===== config.mk =====
export PLATFORM = sky130hd
export DESIGN_NAME = vote_session_seq
export DESIGN_NICKNAME = d
export VERILOG_FILES = /design/src/rtl/sess_pkg.sv /design/src/rtl/sess_window_timer.sv /design/src/rtl/sess_advance_sel.sv /design/src/rtl/vote_session_seq.sv
export SDC_FILE = /design/constraint.sdc
export NUM_CORES = 1
export LEC_CHECK = 0
export BUFFER_PORTS_ARGS = -buffer_cell sky130_fd_sc_hd__buf_4
export CORE_ASPECT_RATIO = 1.1
export CORE_MARGIN = 8
export CORE_UTILIZATION = 45
export DETAILED_ROUTE_END_ITERATION = 8
export PLACE_DENSITY_LB_ADDON = 0.15
export SLEW_MARGIN = 40
export SYNTH_ARGS = -nofsm -noshare
export SYNTH_HDL_FRONTEND = slang
export SYNTH_HIERARCHICAL = 1
export SYNTH_SLANG_ARGS = --single-unit

===== constraint.sdc =====
create_clock -name clk -period 4.7 [get_ports clk]
set_input_delay 0.94 -clock clk [delete_from_list [all_inputs] [get_ports clk]]
set_output_delay 0.94 -clock clk [all_outputs]
set_load 0.01 [all_outputs]

===== src/rtl/sess_pkg.sv =====
package sess_pkg;

    typedef enum logic [2:0] {
        ST_IDLE      = 3'd0,
        ST_ACC       = 3'd1,
        ST_WAIT_VOTE = 3'd2,
        ST_VOTE      = 3'd3,
        ST_WAIT_COLL = 3'd4,
        ST_COLL      = 3'd5
    } sess_state_e;

    // one bit per phase; used for enables and for operator requests
    typedef struct packed {
        logic accredit;
        logic vote;
        logic collate;
    } phase_vec_t;

    function automatic phase_vec_t state_enables(input sess_state_e s);
        phase_vec_t e;
        e = '0;
        case (s)
            ST_ACC:  e.accredit = 1'b1;
            ST_VOTE: e.vote     = 1'b1;
            ST_COLL: e.collate  = 1'b1;
            default: e = '0;
        endcase
        return e;
    endfunction

    function automatic logic is_waiting(input sess_state_e s);
        return (s == ST_IDLE) || (s == ST_WAIT_VOTE) || (s == ST_WAIT_COLL);
    endfunction

    function automatic sess_state_e phase_after_wait(input sess_state_e s);
        case (s)
            ST_IDLE:      return ST_ACC;
            ST_WAIT_VOTE: return ST_VOTE;
            ST_WAIT_COLL: return ST_COLL;
            default:      return ST_IDLE;
        endcase
    endfunction

    function automatic sess_state_e wait_after_phase(input sess_state_e s);
        case (s)
            ST_ACC:  return ST_WAIT_VOTE;
            ST_VOTE: return ST_WAIT_COLL;
            default: return ST_IDLE;
        endcase
    endfunction

    function automatic int max3(input int a, input int b, input int c);
        int m;
        m = (a > b) ? a : b;
        return (m > c) ? m : c;
    endfunction

endpackage


===== src/rtl/sess_window_timer.sv =====
module sess_window_timer #(
    parameter int DIV   = 4,
    parameter int CNT_W = 4
) (
    input  logic             clk,
    input  logic             rst,
    input  logic             start,
    input  logic [CNT_W-1:0] len_ticks,
    output logic             running,
    output logic             expire
);
    localparam int DIV_W = (DIV > 1) ? $clog2(DIV) : 1;
    localparam logic [DIV_W-1:0] DIV_LAST = DIV_W'(DIV - 1);

    logic [DIV_W-1:0] cyc_q;
    logic [CNT_W-1:0] tick_q;
    logic [CNT_W-1:0] len_q;
    logic             run_q;
    logic             tick_wrap;

    assign tick_wrap = (cyc_q == DIV_LAST);
    assign expire    = run_q && tick_wrap && (tick_q == len_q - CNT_W'(1));
    assign running   = run_q;

    always_ff @(posedge clk) begin
        if (rst) begin
            run_q  <= 1'b0;
            cyc_q  <= '0;
            tick_q <= '0;
            len_q  <= '0;
        end else if (start) begin
            run_q  <= 1'b1;
            cyc_q  <= '0;
            tick_q <= '0;
            len_q  <= len_ticks;
        end else if (run_q) begin
            if (expire) begin
                run_q <= 1'b0;
                cyc_q <= '0;
            end else if (tick_wrap) begin
                cyc_q  <= '0;
                tick_q <= tick_q + CNT_W'(1);
            end else begin
                cyc_q <= cyc_q + DIV_W'(1);
            end
        end
    end

    // tick count never passes the loaded window length
    a_r2_tick_bound: assert property (@(posedge clk) disable iff (rst)
        run_q |-> (tick_q < len_q));

endmodule


===== src/rtl/sess_advance_sel.sv =====
module sess_advance_sel
    import sess_pkg::*;
(
    input  sess_state_e state,
    input  logic        auto_mode,
    input  phase_vec_t  req,
    input  logic        gap_expire,
    output logic        advance
);
    always_comb begin
        advance = 1'b0;
        if (is_waiting(state)) begin
            if (auto_mode) begin
                advance = gap_expire;
            end else begin
                case (state)
                    ST_IDLE:      advance = req.accredit;
                    ST_WAIT_VOTE: advance = req.vote;
                    ST_WAIT_COLL: advance = req.collate;
                    default:      advance = 1'b0;
                endcase
            end
        end
    end
endmodule


===== src/rtl/vote_session_seq.sv =====
module vote_session_seq
    import sess_pkg::*;
#(
    parameter int TICK_DIV   = 50_000_000,
    parameter int ACC_TICKS  = 30,
    parameter int VOTE_TICKS = 30,
    parameter int GAP_TICKS  = 2
) (
    input  logic clk,
    input  logic rst,
    input  logic auto_mode,
    input  logic trig_accredit,
    input  logic trig_vote,
    input  logic trig_collate,
    input  logic collate_done,
    output logic en_accredit,
    output logic en_vote,
    output logic en_collate
);
    localparam int MAX_TICKS = max3(ACC_TICKS, VOTE_TICKS, GAP_TICKS);
    localparam int CNT_W     = $clog2(MAX_TICKS + 1);

    sess_state_e      st_q, st_d;
    phase_vec_t       req, en;
    logic             advance;
    logic             tmr_start, tmr_running, tmr_expire;
    logic [CNT_W-1:0] tmr_len;

    assign req.accredit = trig_accredit;
    assign req.vote     = trig_vote;
    assign req.collate  = trig_collate;

    sess_advance_sel u_adv (
        .state      (st_q),
        .auto_mode  (auto_mode),
        .req        (req),
        .gap_expire (tmr_expire),
        .advance    (advance)
    );

    sess_window_timer #(.DIV(TICK_DIV), .CNT_W(CNT_W)) u_tmr (
        .clk       (clk),
        .rst       (rst),
        .start     (tmr_start),
        .len_ticks (tmr_len),
        .running   (tmr_running),
        .expire    (tmr_expire)
    );

    always_comb begin
        st_d      = st_q;
        tmr_start = 1'b0;
        tmr_len   = CNT_W'(GAP_TICKS);
        if (is_waiting(st_q)) begin
            if (advance) begin
                st_d = phase_after_wait(st_q);
                if (st_d == ST_ACC) begin
                    tmr_start = 1'b1;
                    tmr_len   = CNT_W'(ACC_TICKS);
                end else if (st_d == ST_VOTE) begin
                    tmr_start = 1'b1;
                    tmr_len   = CNT_W'(VOTE_TICKS);
                end
            end else if (auto_mode && !tmr_running) begin
                tmr_start = 1'b1;        // (re)arm the gap after a mode change
            end
        end else begin
            case (st_q)
                ST_ACC, ST_VOTE: begin
                    if (tmr_expire) begin
                        st_d      = wait_after_phase(st_q);
                        tmr_start = 1'b1;
                    end
                end
                ST_COLL: begin
                    if (collate_done) begin
                        st_d      = ST_IDLE;
                        tmr_start = 1'b1;
                    end
                end
                default: st_d = ST_IDLE;
            endcase
        end
    end

    always_ff @(posedge clk) begin
        if (rst) st_q <= ST_IDLE;
        else     st_q <= st_d;
    end

    assign en          = state_enables(st_q);
    assign en_accredit = en.accredit;
    assign en_vote     = en.vote;
    assign en_collate  = en.collate;

    // reset leaves every enable low
    a_r1_reset_quiet: assert property (@(posedge clk)
        rst |=> (!en_accredit && !en_vote && !en_collate));

    // accreditation is held until its window timer runs out
    a_r2_acc_held: assert property (@(posedge clk) disable iff (rst)
        (st_q == ST_ACC && !tmr_expire) |=> en_accredit);

    // collation holds until completion, then the block is idle
    a_r4_coll_holds: assert property (@(posedge clk) disable iff (rst)
        (en_collate && !collate_done) |=> en_collate);
    a_r4_coll_releases: assert property (@(posedge clk) disable iff (rst)
        (en_collate && collate_done) |=> (st_q == ST_IDLE));

    // vote and collation only start out of their waiting states
    a_r5_vote_order: assert property (@(posedge clk) disable iff (rst)
        $rose(en_vote) |-> ($past(st_q) == ST_WAIT_VOTE));
    a_r5_coll_order: assert property (@(posedge clk) disable iff (rst)
        $rose(en_collate) |-> ($past(st_q) == ST_WAIT_COLL));

    // manual idle does not move without the accreditation trigger
    a_r9_manual_idle: assert property (@(posedge clk) disable iff (rst)
        (!auto_mode && st_q == ST_IDLE && !trig_accredit) |=> (st_q == ST_IDLE));

endmodule


==> results of run 1 <==
-- report_power, final --
| part | internal, mW | switching, mW | leakage (nW) |
|---|---|---|---|
| combinational | 0.0271 | 0.0291 | 0.403 |
| sequential | 0.345 | 0.00914 | 0.323 |
| clock | 0.158 | 0.121 | 0.0552 |
| total | 0.529 | 0.159 | 0.782 |
-- final timing paths --
path	from	cells past startpoint	slack, ps	to
worst min register to register	u_tmr/tick_q[4]	2	510	u_tmr/tick_q[4]
worst max register to register	u_tmr/len_q[0]	15	1040	u_tmr/cyc_q[16]
worst min-delay path	u_tmr/tick_q[4]	2	510	u_tmr/tick_q[4]
worst max-delay path	u_tmr/len_q[0]	15	1040	u_tmr/cyc_q[16]
-- synth_stat cells, drive strengths merged (3+ instances only) --
cell / n
buf: 7
or3: 3
nor3: 6
clkbuf: 3
mux2i: 7
xor2: 23
ha: 3
xnor2: 8
nand2: 14
inv: 5
a21oi: 9
nor2: 37
nand4: 13
dfxtp: 40
o31ai: 4
or4: 4
nor2b: 4
nand3: 13
o21ai: 7
nor3b: 3
-- worst max-delay path, cell delays in order, from the launching register on --
cell and delay, ps:
sky130_fd_sc_hd__dfxtp_1 410, sky130_fd_sc_hd__inv_1 60, sky130_fd_sc_hd__ha_1 240, sky130_fd_sc_hd__o21ba_2 210, sky130_fd_sc_hd__a22oi_1 220, sky130_fd_sc_hd__o2111ai_1 190
sky130_fd_sc_hd__nor2_1 230, sky130_fd_sc_hd__nor2b_1 80, sky130_fd_sc_hd__a2111oi_2 420, sky130_fd_sc_hd__o21ai_0 120, sky130_fd_sc_hd__o21ai_0 90, sky130_fd_sc_hd__mux2i_1 80
sky130_fd_sc_hd__buf_4 180, sky130_fd_sc_hd__or2_2 370, sky130_fd_sc_hd__or2b_2 520, sky130_fd_sc_hd__nor2_1 170
-- logic make-up after synthesis --
kind of cell,after synthesis
xor gates and xnor gates,31
AOI/OAI and AO/OA,29
buffers and inverters,15
and+or+nand+nor,108
DFF,40
muxes,7
other,2
adders and majority gates,3
-- layer usage --
| layer | up-vias | GRT usage | wire [um] |
|---|---|---|---|
| met5 | - | 0 | 0 |
| met4 | 0 | 0.0497 | 59 |
| met3 | 5 | 0.0393 | 142 |
| met2 | 12 | 0.195 | 1840 |
| met1 | 733 | 0.129 | 1820 |
| li1 | 828 | - | - |
-- layout by cell type (no fill, tap or decap), types with 2 or more instances in the layout --
cell                        n
sky130_fd_sc_hd__buf_4     10
sky130_fd_sc_hd__ha_1       3
sky130_fd_sc_hd__a21oi_1    8
sky130_fd_sc_hd__nor2b_2    2
sky130_fd_sc_hd__nor3b_1    3
sky130_fd_sc_hd__nor3_2     2
sky130_fd_sc_hd__xor2_1    23
sky130_fd_sc_hd__or3_1      2
sky130_fd_sc_hd__mux2i_1    7
sky130_fd_sc_hd__nand2_1   14
sky130_fd_sc_hd__o31ai_1    4
sky130_fd_sc_hd__and2_1     2
sky130_fd_sc_hd__clkbuf_8   5
sky130_fd_sc_hd__xnor2_1    8
sky130_fd_sc_hd__or4_1      3
sky130_fd_sc_hd__nor3_1     3
sky130_fd_sc_hd__conb_1     2
sky130_fd_sc_hd__nor2b_1    2
sky130_fd_sc_hd__inv_1      5
sky130_fd_sc_hd__nor2_1    36
sky130_fd_sc_hd__o21ai_0    7
sky130_fd_sc_hd__nand3_1   12
sky130_fd_sc_hd__dfxtp_1   40
sky130_fd_sc_hd__nand4_1   13
-- sequential cells by signal, summed over array words and instances (netlist names) --
register,flops
st_q,3
u_tmr/tick_q,5
u_tmr/running,1
u_tmr/len_q,5
u_tmr/cyc_q,26
-- layout make-up --
type | instances | area [sq um]
flip-flops and latches | 40 | 801
inverters | 5 | 18.8
multi-input cells | 180 | 1180
clock buffers | 6 | 72.6
well taps | 54 | 67.6
repair buffers | 10 | 75.1
clock inverters | 2 | 35.0
fillers | 439 | 2100
==> flow_summary.ini, run 1 <==
[place]
detailedPlacementHpwl_mm = 2.72
routabilityCongestion = 0.707
placement.io_buffers = 9
placed_cells_incl_taps = 289
dp_slack_ps = 918
post_dp_cell_area_sq_um = 2140

[timing]
final.setup_skew_ps = 7.63
hold_viol = 0
rsz_0062_raised_after_global_routing = false
post-route-period-util = 0.778
max_freq_mhz = 273
finalWorstSetupSlack_ps = 1040
hold-worst-slack_ps = 508
timing.setup.tns_ps = 0
finalWorstPathRequiredPeriod_ps = 3660
setup_viol_count_final = 0
timing_worst_slew_pin_value_ps = 635
relSlewSlack = 0.575
slew_viol_final = 0

[synth]
syn-instance-count = 235
synthXorXnorAreaFrac = 0.132
largest_family_of_logic_cells_by_synthesized_area = simple AND/OR/NAND/NOR gates
number_of_distinct_library_cell_variants_in_the_gate_level_netlist_after_synthesis = 49
muxShareOfSynthArea = 0.0341
yosys_register_bits = 40
postSynthNetCount = 245
netlist_top_cells_area = sky130_fd_sc_hd__dfxtp_1 39%, sky130_fd_sc_hd__xor2_1 9.8%, sky130_fd_sc_hd__nor2_1 6.6%
cell_area_after_synthesis_sq_um = 2050
synth_compound_gate_area_share = 0.0988
yosys_warnings = 6
synth_top_flop_cell = sky130_fd_sc_hd__dfxtp_1
post_synth_and_or_nand_nor_area_fraction = 0.285
yosysTopAreaCellShare = 0.390
synth_edf_count = 0
post_synth_fa_ha_maj_area_fraction = 0.0183
post_synthesis_async_set_or_reset_flop_share = 0
post-synth-top-area-cell = sky130_fd_sc_hd__dfxtp_1
synth_area_per_cell_sq_um = 8.73
yosysSeqAreaShare = 0.390

[clock_network]
number_of_clock_sinks = 40
cts_root_buf = sky130_fd_sc_hd__clkbuf_8
clk_latency_ps = 290
clock_tree_from_tritoncts = yes
worst_setup_hold_path_clk_slew_ps = 80
bufs_on_longest_clock_path = 2
htree_num_levels = 2
tritoncts.num_buffers = 5
hold_buf_count_cts = 0
post_cts_resized = 0
cts.repair_timing.setup_buffer_count = 0

[power_and_ir_drop]
total_power_mw = 0.688
p_leak_nw = 0.782
power.ir.vdd_worst_mv = 0.222
power_density_nw_per_um2 = 306

[floorplanning]
dieArea_sq_um = 6980
fp.dieW_um = 80.4
initial_core_util = 0.472
fp.dieH_um = 86.8
io_pins = 10
core_region_area_sq_um = 4350
num_rows = 25

[setup_path]
worst_setup_path_end_kind = flip-flop
arrival_ps = 3880
critical_path.startpoint_type = flip-flop
critical_path_required_ps = 4930
timing.critical_path.fanout_max = 25
setup.worst_path.class = reg -> reg

[layout]
diodes = 0
finalNonFillerCells = 297
fin_util = 0.518
nNetsFinal = 252
synthToLayoutAreaGrowth_pct = 9.70
final_layout_size_suffix_gt1_frac = 0.132
layout.cell_area.non_filler_sq_um = 2250

[route]
detail_route.wl_per_cell_um = 13.0
drt-initial-drc-count = 80
length_of_the_first_detailed_routing_pass_in_iterations = 4
detail_route.wirelength_mm = 3.86
route.detailed.vias_per_inst = 5.31
dr_total_vias = 1578
ant_nets = 0
remaining_drc_errors = 0

[grt]
vias_in_the_first_global_route = 1435
grt_first_pass_wirelength_mm = 6.42
track_usage = 0.116
maximum_number_of_pins_on_one_net_before_global_route_repair = 26
grt_antenna_before_repair = 0
grt.overflow.total = 0

[worst_hold_path]
timing.hold.worst.class = reg -> reg

[job]
cap_violations = 0

[run_status]
status = finished clean
Note: power is estimated with default switching activity, not from simulation.
==> inputs of run 2 (changes only) <==
clock period = 3.3 ns   (was 4.7 ns; I/O delays follow)
==> run 2 against run 1 <==
Clock power increased by 20%. Clock skew decreased by 0.89 ps. First-iteration DRC count increased by 8.8%. Sequential share of layout area decreased by 0.26 points. Critical path type unchanged. Critical endpoint is now u_tmr/cyc_q[9]. Largest cell class unchanged.
==> flow_summary.ini, run 2 (synthesis gave the netlist of run 1 again) <==
[clock_network]
hold_buf_count_cts = 0
cts_root_buf = sky130_fd_sc_hd__clkbuf_8
clk_latency_ps = 290
number_of_clock_sinks = 40
htree_num_levels = 2
worst_setup_hold_path_clk_slew_ps = 80
tritoncts.num_buffers = 5
bufs_on_longest_clock_path = 2
clock_tree_from_tritoncts = yes

[place]
placement.io_buffers = 9
routabilityCongestion = 0.728
placed_cells_incl_taps = 293
detailedPlacementHpwl_mm = 2.66

[power_and_ir_drop]
power.ir.vdd_worst_mv = 0.262
power_density_nw_per_um2 = 407
p_leak_nw = 0.797

[timing]
setup_viol_count_final = 0
timing_worst_slew_pin_value_ps = 574
timing.setup.tns_ps = 0
post-route-period-util = 0.909
finalWorstPathRequiredPeriod_ps = 3000
max_freq_mhz = 334
rsz_0062_raised_after_global_routing = false
relSlewSlack = 0.615
final.setup_skew_ps = 6.74
slew_viol_final = 0
hold_viol = 0

[route]
length_of_the_first_detailed_routing_pass_in_iterations = 4
dr_total_vias = 1617
remaining_drc_errors = 0
ant_nets = 0
detail_route.wl_per_cell_um = 12.7
drt-initial-drc-count = 87
detail_route.wirelength_mm = 3.84
route.detailed.vias_per_inst = 5.37

[setup_path]
critical_path.startpoint_type = flip-flop
worst_setup_path_end_kind = flip-flop
arrival_ps = 3220
cp_slowest_stage_delay_ps = 360
worstPathCellList = inv_1, ha_1, o21ba_2, a22oi_1, o2111ai_1, nor2_2, nor2b_1, a2111oi_2, o21ai_0, o21ai_0, mux2i_1, or2_4, or2b_1, buf_4, nor2_1
critical_path_required_ps = 3520
timing.critical_path.fanout_max = 25
setup.worst_path.class = reg -> reg
critical-path-slowest-cell = sky130_fd_sc_hd__dfxtp_2
cp_common_cell = sky130_fd_sc_hd__o21ai_0

[floorplanning]
dieArea_sq_um = 6980
io_pins = 10
fp.dieH_um = 86.8
initial_core_util = 0.472
num_rows = 25
core_region_area_sq_um = 4350
fp.dieW_um = 80.4

[layout]
regMostFlops = u_tmr/cyc_q
finalNonFillerCells = 301
multi_input_area_sq_um = 1180
top_regs = u_tmr/cyc_q: 26 flops, u_tmr/len_q: 5 flops, u_tmr/tick_q: 5 flops
final-seq-area_sq_um = 802
final_layout_size_suffix_gt1_frac = 0.154
synthToLayoutAreaGrowth_pct = 10.7
top_library_cells_by_usage_in_the_layout_fill_and_taps_aside = 39 x sky130_fd_sc_hd__dfxtp_1, 35 x sky130_fd_sc_hd__nor2_1, 23 x sky130_fd_sc_hd__xor2_1
nNetsFinal = 256
commonest_non_fill_non_tap_cell_in_the_layout = sky130_fd_sc_hd__dfxtp_1
fill_cells = 425
diodes = 0
largest_register_ff_count = 26

[grt]
track_usage = 0.120
grt.overflow.total = 0
grt_antenna_before_repair = 0
maximum_number_of_pins_on_one_net_before_global_route_repair = 26
vias_in_the_first_global_route = 1597
grt_first_pass_wirelength_mm = 6.84

[job]
cap_violations = 0

[run_status]
status = finished clean

[worst_hold_path]
timing.hold.worst.class = reg -> reg
## run 2: cell count changes in the layout (fill, tap and decap cells not counted), sizes merged
cell	before	now
bufinv	1	0
buf	10	14
clkinv	1	2
## run 2: final cells by class
class / instances / share of cell area
clock buffer: 6 / 0.0364
clock inverter: 2 / 0.00441
inverter: 5 / 0.00826
multi-input combinational: 180 / 0.522
sequential: 40 / 0.353
tap: 54 / 0.0298
timing repair buffer: 14 / 0.0463
## run 2: worst paths after layout
path	from	to	slack [ps]	cells past startpoint
max	u_tmr/len_q[0]	u_tmr/cyc_q[9]	300	15
min	u_tmr/tick_q[4]	u_tmr/tick_q[4]	500	2
max reg2reg	u_tmr/len_q[0]	u_tmr/cyc_q[9]	300	15
min reg2reg	u_tmr/tick_q[4]	u_tmr/tick_q[4]	500	2
## run 2: critical path: cells and delay by family, from the launching register on
| kind | cells | cell delay (ps) |
|---|---|---|
| AOI/OAI and AO/OA | 6 | 1060 |
| and+or+nand+nor | 5 | 880 |
| adders and majority gates | 1 | 250 |
| muxes | 1 | 110 |
| buffers and inverters | 2 | 270 |
| DFF | 1 | 360 |
## run 2: stage by stage
stage	power (mW)	cell area (sq um)	hold slack (ps)	utilization	worst slack [ps]
final	0.925	2270	498	0.522	302
after detailed placement	0.602	2170	490	0.500	152
after CTS	0.939	2260	502	0.521	105
after global placement	0.602	2170	479	0.498	264
after global routing	0.969	2270	532	0.522	41.2
after floorplan	0.577	2050	463	-	67.9
## run 2: metal layers
| metal | wire length (um) | global-route usage | vias up |
|---|---|---|---|
| met2 | 1800 | 0.198 | 18 |
| met4 | 63 | 0.0447 | 0 |
| met1 | 1800 | 0.139 | 758 |
| met3 | 169 | 0.0414 | 6 |
| met5 | 0 | 0 | - |
| li1 | - | - | 835 |
## run 2: timing repair
| item | CTS | global route |
|---|---|---|
| buffers inserted | 0 | 0 |
| resized for setup | 0 | 3 |
| endpoints found under the hold margin | 0 | 0 |
| endpoints found under the setup margin | 0 | 25 |
## run 2: where the power goes
group          internal (mW)  switching, mW  total (mW)  leakage [nW]
clock                  0.167          0.167       0.333        0.0510
combinational         0.0435         0.0466      0.0901         0.423
sequential             0.491         0.0104       0.501         0.324
